**src/rtl/secs_rtc_pkg.sv**
```systemverilog
package secs_rtc_pkg;

    localparam int ADDR_W = 12;
    localparam int IDX_W  = ADDR_W - 2;
    localparam int CNT_W  = 32;

    // word indices (byte offset >> 2)
    localparam logic [IDX_W-1:0] IDX_COUNT = 10'h000;
    localparam logic [IDX_W-1:0] IDX_MATCH = 10'h001;
    localparam logic [IDX_W-1:0] IDX_LOAD  = 10'h002;
    localparam logic [IDX_W-1:0] IDX_CTRL  = 10'h003;
    localparam logic [IDX_W-1:0] IDX_MASK  = 10'h004;
    localparam logic [IDX_W-1:0] IDX_RAW   = 10'h005;
    localparam logic [IDX_W-1:0] IDX_MSK_ST = 10'h006;
    localparam logic [IDX_W-1:0] IDX_CLR   = 10'h007;
    localparam logic [IDX_W-3:0] GRP_PERIPH = 8'hFE;
    localparam logic [IDX_W-3:0] GRP_CELL   = 8'hFF;

    localparam logic [31:0] PERIPH_WORD = 32'h0014_1031;
    localparam logic [31:0] CELL_WORD   = 32'hB105_F00D;

    typedef enum logic [2:0] {
        WR_NONE,
        WR_MATCH,
        WR_LOAD,
        WR_MASK,
        WR_CLR
    } wr_kind_e;

    typedef struct packed {
        logic [CNT_W-1:0] count;
        logic [CNT_W-1:0] match;
        logic [CNT_W-1:0] load;
    } time_regs_t;

    function automatic wr_kind_e classify(input logic [IDX_W-1:0] idx);
        case (idx)
            IDX_MATCH: return WR_MATCH;
            IDX_LOAD:  return WR_LOAD;
            IDX_MASK:  return WR_MASK;
            IDX_CLR:   return WR_CLR;
            default:   return WR_NONE;
        endcase
    endfunction

    function automatic logic [31:0] id_byte(input logic [31:0] word, input logic [1:0] n);
        return {24'h0, word[8*n +: 8]};
    endfunction

endpackage

```
**src/rtl/secs_rtc_prescale.sv**
```systemverilog
module secs_rtc_prescale #(
    parameter int DIV = 50_000_000
) (
    input  logic clk,
    input  logic rst,
    output logic tick
);
    generate
        if (DIV <= 1) begin : g_pass
            assign tick = 1'b1;
        end else begin : g_div
            localparam int PW = $clog2(DIV);
            localparam logic [PW-1:0] LAST = PW'(DIV - 1);
            logic [PW-1:0] cnt;

            always_ff @(posedge clk) begin
                if (rst)       cnt <= '0;
                else if (tick) cnt <= '0;
                else           cnt <= cnt + 1'b1;
            end

            assign tick = (cnt == LAST);


            tick_gap_chk: assert property (@(posedge clk) disable iff (rst)
                tick |=> !tick);
        end
    endgenerate
endmodule

```
**src/rtl/secs_rtc_counter.sv**
```systemverilog
module secs_rtc_counter
    import secs_rtc_pkg::*;
(
    input  logic             clk,
    input  logic             rst,
    input  logic             tick,
    input  logic             load_we,
    input  logic             match_we,
    input  logic [CNT_W-1:0] wdata,
    output time_regs_t       regs,
    output logic             match_evt
);
    time_regs_t r;
    logic [CNT_W-1:0] next_cnt;

    assign next_cnt  = r.count + 1'b1;
    // event only on an advance, never on a load
    assign match_evt = tick && !load_we && (next_cnt == r.match);

    always_ff @(posedge clk) begin
        if (rst) begin
            r <= '0;
        end else begin
            if (load_we) begin
                r.load  <= wdata;
                r.count <= wdata;
            end else if (tick) begin
                r.count <= next_cnt;
            end
            if (match_we) r.match <= wdata;
        end
    end

    assign regs = r;


    load_take_chk: assert property (@(posedge clk) disable iff (rst)
        load_we |=> (regs.count == $past(wdata) && regs.load == $past(wdata)));

    step_chk: assert property (@(posedge clk) disable iff (rst)
        (tick && !load_we) |=> regs.count == $past(regs.count) + 32'd1);

    hold_chk: assert property (@(posedge clk) disable iff (rst)
        (!tick && !load_we) |=> $stable(regs.count));
endmodule

```
**src/rtl/secs_rtc_irq.sv**
```systemverilog
module secs_rtc_irq (
    input  logic clk,
    input  logic rst,
    input  logic evt,
    input  logic mask_we,
    input  logic clr_we,
    input  logic wbit,
    output logic raw,
    output logic mask,
    output logic irq
);
    always_ff @(posedge clk) begin
        if (rst) begin
            raw  <= 1'b0;
            mask <= 1'b0;
        end else begin
            if (evt)                 raw <= 1'b1;
            else if (clr_we && wbit) raw <= 1'b0;
            if (mask_we) mask <= wbit;
        end
    end

    assign irq = raw & mask;


    sticky_chk: assert property (@(posedge clk) disable iff (rst)
        (raw && !(clr_we && wbit)) |=> raw);

    evt_set_chk: assert property (@(posedge clk) disable iff (rst)
        evt |=> raw);

    mask_bit_chk: assert property (@(posedge clk) disable iff (rst)
        mask_we |=> mask == $past(wbit));

    clear_chk: assert property (@(posedge clk) disable iff (rst)
        (clr_we && wbit && !evt) |=> !raw);
endmodule

```
**src/rtl/secs_rtc.sv**
```systemverilog
module secs_rtc
    import secs_rtc_pkg::*;
#(
    parameter int CLK_HZ = 50_000_000
) (
    input  logic              clk,
    input  logic              rst,
    input  logic              psel,
    input  logic              penable,
    input  logic              pwrite,
    input  logic [ADDR_W-1:0] paddr,
    input  logic [31:0]       pwdata,
    output logic [31:0]       prdata,
    output logic              pready,
    output logic              pslverr,
    output logic              irq
);
    logic             aligned;
    logic [IDX_W-1:0] idx;
    wr_kind_e         wkind;
    logic             tick;
    logic             match_evt;
    logic             raw;
    logic             mask;
    time_regs_t       regs;

    assign aligned = (paddr[1:0] == 2'b00);
    assign idx     = paddr[ADDR_W-1:2];

    always_comb begin
        if (psel && penable && pwrite && aligned) wkind = classify(idx);
        else                                      wkind = WR_NONE;
    end

    secs_rtc_prescale #(.DIV(CLK_HZ)) u_pre (
        .clk  (clk),
        .rst  (rst),
        .tick (tick)
    );

    secs_rtc_counter u_cnt (
        .clk       (clk),
        .rst       (rst),
        .tick      (tick),
        .load_we   (wkind == WR_LOAD),
        .match_we  (wkind == WR_MATCH),
        .wdata     (pwdata),
        .regs      (regs),
        .match_evt (match_evt)
    );

    secs_rtc_irq u_irq (
        .clk     (clk),
        .rst     (rst),
        .evt     (match_evt),
        .mask_we (wkind == WR_MASK),
        .clr_we  (wkind == WR_CLR),
        .wbit    (pwdata[0]),
        .raw     (raw),
        .mask    (mask),
        .irq     (irq)
    );

    always_comb begin
        prdata = '0;
        if (aligned) begin
            case (idx)
                IDX_COUNT:  prdata = regs.count;
                IDX_MATCH:  prdata = regs.match;
                IDX_LOAD:   prdata = regs.load;
                IDX_CTRL:   prdata = 32'd1;
                IDX_MASK:   prdata = {31'd0, mask};
                IDX_RAW:    prdata = {31'd0, raw};
                IDX_MSK_ST: prdata = {31'd0, raw & mask};
                default: begin
                    if (idx[IDX_W-1:2] == GRP_PERIPH)
                        prdata = id_byte(PERIPH_WORD, idx[1:0]);
                    else if (idx[IDX_W-1:2] == GRP_CELL)
                        prdata = id_byte(CELL_WORD, idx[1:0]);
                end
            endcase
        end
    end

    assign pready  = 1'b1;
    assign pslverr = 1'b0;


    load_quiet_chk: assert property (@(posedge clk) disable iff (rst)
        (wkind == WR_LOAD && !raw) |=> !raw);

    ro_write_chk: assert property (@(posedge clk) disable iff (rst)
        (psel && penable && pwrite && aligned && idx == IDX_COUNT && !tick) |=> $stable(regs.count));
endmodule

```
**config.mk**
```make
export PLATFORM = sky130hd
export DESIGN_NAME = secs_rtc
export DESIGN_NICKNAME = d
export VERILOG_FILES = /design/src/rtl/secs_rtc_pkg.sv /design/src/rtl/secs_rtc_prescale.sv /design/src/rtl/secs_rtc_counter.sv /design/src/rtl/secs_rtc_irq.sv /design/src/rtl/secs_rtc.sv
export SDC_FILE = /design/constraint.sdc
export NUM_CORES = 1
export LEC_CHECK = 0
export BUFFER_PORTS_ARGS = -buffer_cell sky130_fd_sc_hd__buf_4
export CAP_MARGIN = 20
export CORE_ASPECT_RATIO = 1.25
export CORE_MARGIN = 2
export CORE_UTILIZATION = 60
export CTS_BUF_LIST = sky130_fd_sc_hd__clkbuf_4
export DETAILED_ROUTE_END_ITERATION = 16
export GPL_TIMING_DRIVEN = 1
export PLACE_DENSITY = 0.82
export SETUP_SLACK_MARGIN = 0.5
export SLEW_MARGIN = 40
export SYNTH_ARGS = -nofsm -noshare
export SYNTH_HDL_FRONTEND = slang
export SYNTH_SLANG_ARGS = --single-unit
export TNS_END_PERCENT = 5
```
**constraint.sdc**
```tcl
create_clock -name clk -period 7.44 [get_ports clk]
set_input_delay 1.116 -clock clk [delete_from_list [all_inputs] [get_ports clk]]
set_output_delay 1.116 -clock clk [all_outputs]
set_load 0.01 [all_outputs]
```
==> impl_results.md, run 1 <==
- Crit path cell chain: buf_4 -> nor4_1 -> nand3_1 -> nor3b_4 -> buf_4 -> a22oi_1 -> a21oi_1 -> buf_4
- Maxcap violations: 0
- Status: finished clean
- CTS Root Cell: clkbuf_4
- Worst Setup End Kind: primary output
- TritonCTS Sinks: ~120
- Arrival @ worst endpoint: 3420 ps
- Post-synth ARST share: 0%
- Switching part of the total: 22.9%
- Final period util: about three fifths
- Inst Count DP: 1087
- Final setup fails: 0
- Clock share of power: a little over two fifths
- Final net count: roughly 1000
- IO Port Bufs: 81
- Max clock buf depth: 2
- Die outline width: 101 um
- Pre-Repair DR Iteration Count: 6
- Mapped Cells: 935
- FILL cells: approximately 1000
- Setup_tns: 0 ps
- Max IR drop VDD: about 0.00010 V
- Cell Int Power: 0.000952 W
- Initial core utilization: 61.1%
- Post-CTS setup buffer count: 0
- Final estimated routing congestion in global placement: 0.880
- Maximum clock rate: 220 MHz
- Setup Skew: roughly 23 ps
- Routed wire length: 18.5 mm
- Most used cell, CP: buf_4
- Worst EP required: 6320 ps
- Hold crit path type: reg -> reg
- H-Tree Depth: 4
- Crit-path leading delay family: simple AND/OR/NAND/NOR gates
- Yosys top cell by area: dfxtp_1
- Wire length per cell: 16.6 um
- Post-DP HPWL: between 10 and 15 mm
- Core area: 11500 um2
- Vias: 6835
- Slew @ Worst Pin: between 800 and 900 ps
- RSZ-0062 raised after global routing: no
- Largest net degree at the start of global routing: 100
- CTS tree: built
- Top cells by count, synth: nand2_1, dfxtp_1, nor2_1, a21oi_1, clkbuf_1
- Top cells by area, synth: dfxtp_1, nand2_1, xnor2_1, a21oi_1, nor2_1
- Clk slew on worst S/H paths: ~110 ps
- Final instance count without filler cells: 1119
- Antenna Violating Nets Remaining: 0
- CTS resizes: 0
- Total Routing Usage GR: about 30%
- Count leader, synth: nand2_1
- Crit-path max FO: 19
- #FFs+latches synth: 124
- Total grt overflow: 0
- Number of global-route vias before repair: 6234
- Critical Setup Path Class: in -> out
- Vias per Instance: a little over 6
- Sequential power share: between 50% and 60%
- Worst path bufs/invs: 3
- Syn nets: roughly 990
- Mapped cell area: 7030 um2
- Num CTS Buffers: 17
- DR iter-0 viols: roughly 470
- Worst path max stage delay: around 640 ps
- Final Hold Vio Count: 0
- Die span in y: ~130 um
- Synth Warn #: 0
- Comb pwr share: 4.1%
- Layout cells sized above 1: 14.1%
- Hold_buf cts: 0
- Sw power: ~0.00028 W
- Share of the yosys chip area belonging to registers: 35.3%
- Avg Cell Area, Syn: 7.52 um2
- Ports: 84
- Row count: 44
- DRC: 0
- Slowest CP cell: nor3b_4
- Worst setup SP type: primary input
- Synth Flop Type: dfxtp_1
- Power Dens Cells: between 150 and 200 nW/um2
- Die area: 12600 um2
- Lkg Pwr: 2.66 nW
- Area share of the largest cell type after synthesis: 35.3%
- Max-slew violations: 0
- Synth-to-Final Area Change: 12.8%
- Initial antenna violation count: 1
- First-pass GRT wire length: roughly 31 mm
- Minimum clock period: 4540 ps
- Post-synth EDFFs: 0
- Clk_lat worst skew: 520 ps
- Distinct cells, synth: 63
- Slew HR: 41.6%
[cells by family after synthesis]
logic type,count (synthesis),share of synthesized area (%)
adders and majority gates,2,0.356
other,2,0.107
AOI/OAI and AO/OA,192,17.6
and+or+nand+nor,429,28.9
xor gates and xnor gates,97,12.3
buffers and inverters,86,4.91
muxes,3,0.445
DFF,124,35.3
[worst reg2reg max path: stages, from the launching register on]
cell       delay (ps)
dfxtp_1           500
ha_1              310
nand3_2           240
nor2_1            750
xnor2_1           210
nand3_1            90
a2111oi_0         590
nand4_1           150
o31ai_1           240
[routing by layer]
metal	vias to the layer above	wire length, um	track usage, %
met4	0	419	9.59
li1	3338	-	-
met1	3201	7860	38.7
met3	36	1160	5.31
met2	260	9100	49.1
met5	-	0	0
[through the flow]
step / setup WS (ps) / hold WS, ps / total power, W / utilization, % / area (um2)
finish: 2900 / 457 / 0.00123 / 68.9 / 7930
global route: 2690 / 481 / 0.00128 / 68.9 / 7930
CTS: 2920 / 456 / 0.00124 / 68.9 / 7930
detailed placement: 2920 / 444 / 0.000732 / 66.2 / 7610
global placement: 2730 / 439 / 0.000731 / 66.0 / 7600
floorplan: 3440 / 430 / 0.000702 / - / 7030
[power by group through the flow]
stage	Combinational, W	Clock (W)	Sequential, W
floorplan	0.0000205	0	0.000681
global placement	0.0000501	0	0.000681
detailed placement	0.0000506	0	0.000681
CTS	0.0000510	0.000521	0.000666
global route	0.0000560	0.000552	0.000667
finish	0.0000512	0.000517	0.000666
[cell type report]
type	count	area [um2]	share of cell area [%]
Antenna cell	1	2.50	0.0316
Tap cell	138	173	2.18
Inverter	10	37.5	0.473
Timing Repair Buffer	90	683	8.61
Clock buffer	18	135	1.70
Sequential cell	124	2480	31.3
Clock inverter	13	175	2.21
Multi-Input combinational cell	725	4240	53.5
[flip-flops by register name (all words and copies together) (netlist names)]
signal and flops:
u_cnt.regs 96, u_irq.raw 1, u_pre.g_div.cnt 26, u_irq.mask 1
[layout by cell type (no fill, tap or decap), types with 6 or more instances in the layout]
cell type	netlist	layout
a211oi_1	35	35
a21oi_1	88	88
a222oi_1	14	14
a22oi_1	14	14
and2_1	5	6
and3_1	8	8
buf_4	2	88
clkbuf_4	0	18
dfxtp_1	124	124
inv_1	10	10
nand2_1	175	173
nand3_1	34	34
nand4_1	26	26
nor2_1	107	106
nor3_1	22	20
nor4_1	7	6
o21ai_0	11	11
xnor2_1	53	53
xor2_1	43	43
[path summary, 6_finish.rpt]
| check | start | to | slack [ps] | cells after the start |
|---|---|---|---|---|
| worst max register to register | u_cnt.regs[64] | u_irq.raw | 4290 | 8 |
| worst min register to register | u_cnt.regs[15] | u_cnt.regs[15] | 460 | 2 |
| worst min-delay path | u_cnt.regs[15] | u_cnt.regs[15] | 460 | 2 |
| worst max-delay path | paddr[9] | prdata[1] | 2900 | 8 |
No activity file was read; power rests on OpenSTA's default activity.
==> inputs of run 2 (changes only) <==
--- a/config.mk
+++ b/config.mk
@@ -9,11 +9,11 @@
 export CAP_MARGIN = 20
 export CORE_ASPECT_RATIO = 1.25
 export CORE_MARGIN = 2
-export CORE_UTILIZATION = 60
+export CORE_UTILIZATION = 55
 export CTS_BUF_LIST = sky130_fd_sc_hd__clkbuf_4
 export DETAILED_ROUTE_END_ITERATION = 16
 export GPL_TIMING_DRIVEN = 1
-export PLACE_DENSITY = 0.82
+export PLACE_DENSITY = 0.79
 export SETUP_SLACK_MARGIN = 0.5
 export SLEW_MARGIN = 40
 export SYNTH_ARGS = -nofsm -noshare
==> constraint.sdc (replaced) <==
create_clock -name clk -period 3.6 [get_ports clk]
set_input_delay 0.54 -clock clk [delete_from_list [all_inputs] [get_ports clk]]
set_output_delay 0.54 -clock clk [all_outputs]
set_load 0.01 [all_outputs]
==> run 2 against run 1 <==
Effect of this change: utilization shrank 4.8 points; non-clock buffer count up 6; power is 120% higher; final area is 1.9% higher; largest power group unchanged; global-route usage is 2.6 points lower; sequential share of layout area fell by 0.59 points.
==> impl_results.md, run 2 (same netlist as run 1, synthesis figures left out) <==
- Ports: 84 (unchanged)
- Hold crit path type: in -> reg
- CTS tree: built
- Worst setup SP type: primary input
- Slew HR: 48.0% (+6.4 points)
- Dpl ws: 626 ps (-2290 ps)
- DRC: 0 (unchanged)
- Post-CTS setup buffer count: 0 (unchanged)
- Total grt overflow: 0 (unchanged)
- Worst EP required: 3060 ps (-3260 ps)
- Die area: 13700 um2 (+8.8%)
- Arrival @ worst endpoint: 2390 ps (-1030 ps)
- Most frequent cells in the layout: nand2_1, dfxtp_1, nor2_1
- CTS resizes: 0 (unchanged)
- Final Hold Vio Count: 0 (unchanged)
- Switching part of the total: 23.9% (+1.0 points)
- Num CTS Buffers: 17 (unchanged)
- RSZ-0062 raised after global routing: yes
- Max-slew violations: 0 (unchanged)
- Total Routing Usage GR: 27.1% (-2.6 points)
- Worst path bufs/invs: 3 (unchanged)
- Setup Skew: 15.3 ps (-8.04 ps)
- Most used cell, CP: buf_4
- Post-DP HPWL: 12.3 mm (-0.24%)
- Max IR drop VDD: 0.000190 V (+86%)
- Worst Setup End Kind: primary output
- Core area: 12600 um2 (+9.5%)
- Multi-input gate area: 4240 um2 (about the same)
- Clk_lat worst skew: 540 ps (+20 ps)
- Final instance count without filler cells: 1155 (+3.2%)
- Initial antenna violation count: 0 (-1)
- Power Dens Cells: 334 nW/um2 (+110%)
- Die outline width: 105 um (+4.3%)
- Pre-Repair DR Iteration Count: 7 (+1)
- Final setup fails: 0 (unchanged)
- Hold_buf cts: 0 (unchanged)
- Maximum clock rate: 341 MHz
- Cell Int Power: 0.00205 W (+120%)
- Routed wire length: 18.7 mm (+0.79%)
- Antenna Violating Nets Remaining: 0 (unchanged)
- Layout cells sized above 1: 14.6% (+0.51 points)
- Worst path max stage delay: 390 ps (-250 ps)
- Setup_tns: 0 ps (unchanged)
- Slew @ Worst Pin: 778 ps (-95.0 ps)
- Max reg flops: 96 (unchanged)
- Minimum clock period: 2930 ps
- Maxcap violations: 0 (unchanged)
- Critical Setup Path Class: in -> out
- Crit-path leading delay family: simple AND/OR/NAND/NOR gates
- Vias per Instance: 5.91 (-3.3%)
- Final estimated routing congestion in global placement: 0.915 (+3.9%)
- Inst Count DP: 1123 (+3.3%)
- Lkg Pwr: 2.73 nW (+2.7%)
- Vias: 6823 (-0.18%)
- First-pass GRT wire length: 30.1 mm (-1.7%)
- TritonCTS Sinks: 124 (unchanged)
- Crit path cell chain: buf_4 -> nor4_1 -> nand3_1 -> nor3_2 -> buf_4 -> a22o_1 -> a21oi_1 -> o22ai_1 -> buf_4
- DR iter-0 viols: 507 (+7.4%)
- FILL cells: 1141 (+12%)
- Final period util: 81.4%
- Max clock buf depth: 2 (unchanged)
- Final hold slack: 248 ps (-209 ps)
- Comb pwr share: 3.9% (-0.2 points)
- Most common cell after layout, fill and taps aside: nand2_1
- Synth-to-Final Area Change: 14.9%
- Fin worst setup slack: 671 ps (-2230 ps)
- Row count: 46 (+4.5%)
- Clock share of power: 45.0% (+3.1 points)
- IO Port Bufs: 81 (unchanged)
- CTS Root Cell: clkbuf_4
- Final net count: 1025 (+0.59%)
- Clk slew on worst S/H paths: 120 ps (about the same)
- Status: finished clean
- Die span in y: 130 um (+4.3%)
- H-Tree Depth: 4 (unchanged)
- Initial core utilization: 55.8% (-5.3 points)
- Antenna diodes: 0 (-1)
- Sw power: 0.000645 W (+130%)
- Largest net degree at the start of global routing: 99 (-1.0%)
- Number of global-route vias before repair: 6091 (-2.3%)
- FF/Latch Area: 2480 um2 (unchanged)
- Wire length per cell: 16.2 um (-2.4%)
- Crit-path max FO: 30 (+11)
- Slowest CP cell: buf_4
- Sequential power share: 51.1% (-2.9 points)
## run 2: changes by cell type in the layout (fill, tap and decap cells not counted), moves of 2 or more
cell | previous run | this run
nand2_2 | 2 | 0
buf_4 | 88 | 92
clkinv_2 | 3 | 0
buf_12 | 0 | 2
nand2_1 | 173 | 175
inv_6 | 0 | 4
## run 2: path summary, 6_finish.rpt
kind,startpoint,to,slack [ps],cells past startpoint
hold / removal,pwdata[19],u_cnt.regs[51],250,3
setup reg to reg,u_cnt.regs[64],u_irq.raw,730,8
setup / recovery,paddr[9],prdata[5],670,9
hold reg to reg,u_cnt.regs[30],u_cnt.regs[30],460,2
## run 2: tightest hold or removal path, stage by stage
cell     delay [ps]
buf_4           120
nand2_1          50
a21oi_1          50
## run 2: routing by layer
| layer | routed length (um) | vias up | global-route usage [%] | part of all wire, % |
|---|---|---|---|---|
| met5 | 0 | - | 0 | 0 |
| met4 | 538 | 0 | 12.1 | 2.9 |
| met3 | 1140 | 45 | 4.71 | 6.1 |
| met2 | 9170 | 271 | 46.6 | 49 |
| met1 | 7840 | 3150 | 33.4 | 42 |
| li1 | - | 3357 | - | - |
## run 2: power groups by stage
stage | registers [W] | clock network [W] | logic [W]
final | 0.00138 | 0.00121 | 0.000106
after global routing | 0.00138 | 0.00129 | 0.000116
after CTS | 0.00138 | 0.00123 | 0.000106
after floorplan | 0.00141 | 0 | 0.0000425
after global placement | 0.00141 | 0 | 0.000105
after detailed placement | 0.00141 | 0 | 0.000106
## run 2: area by class of cell
type | instances | share of cell area, %
Clock inverter | 15 | 2.88
Clock buffer | 17 | 1.58
Inverter | 10 | 0.464
Sequential cell | 124 | 30.7
Timing Repair Buffer | 96 | 9.32
Multi-Input combinational cell | 725 | 52.4
Tap cell | 168 | 2.60
## run 2: through the flow
stage	utilization (%)	total power (W)	instance area (um2)
after floorplan	-	0.00145	7030
after global placement	61.1	0.00151	7710
after detailed placement	61.2	0.00151	7710
after CTS	64.0	0.00271	8070
after global routing	64.1	0.00279	8080
final	64.1	0.00270	8080
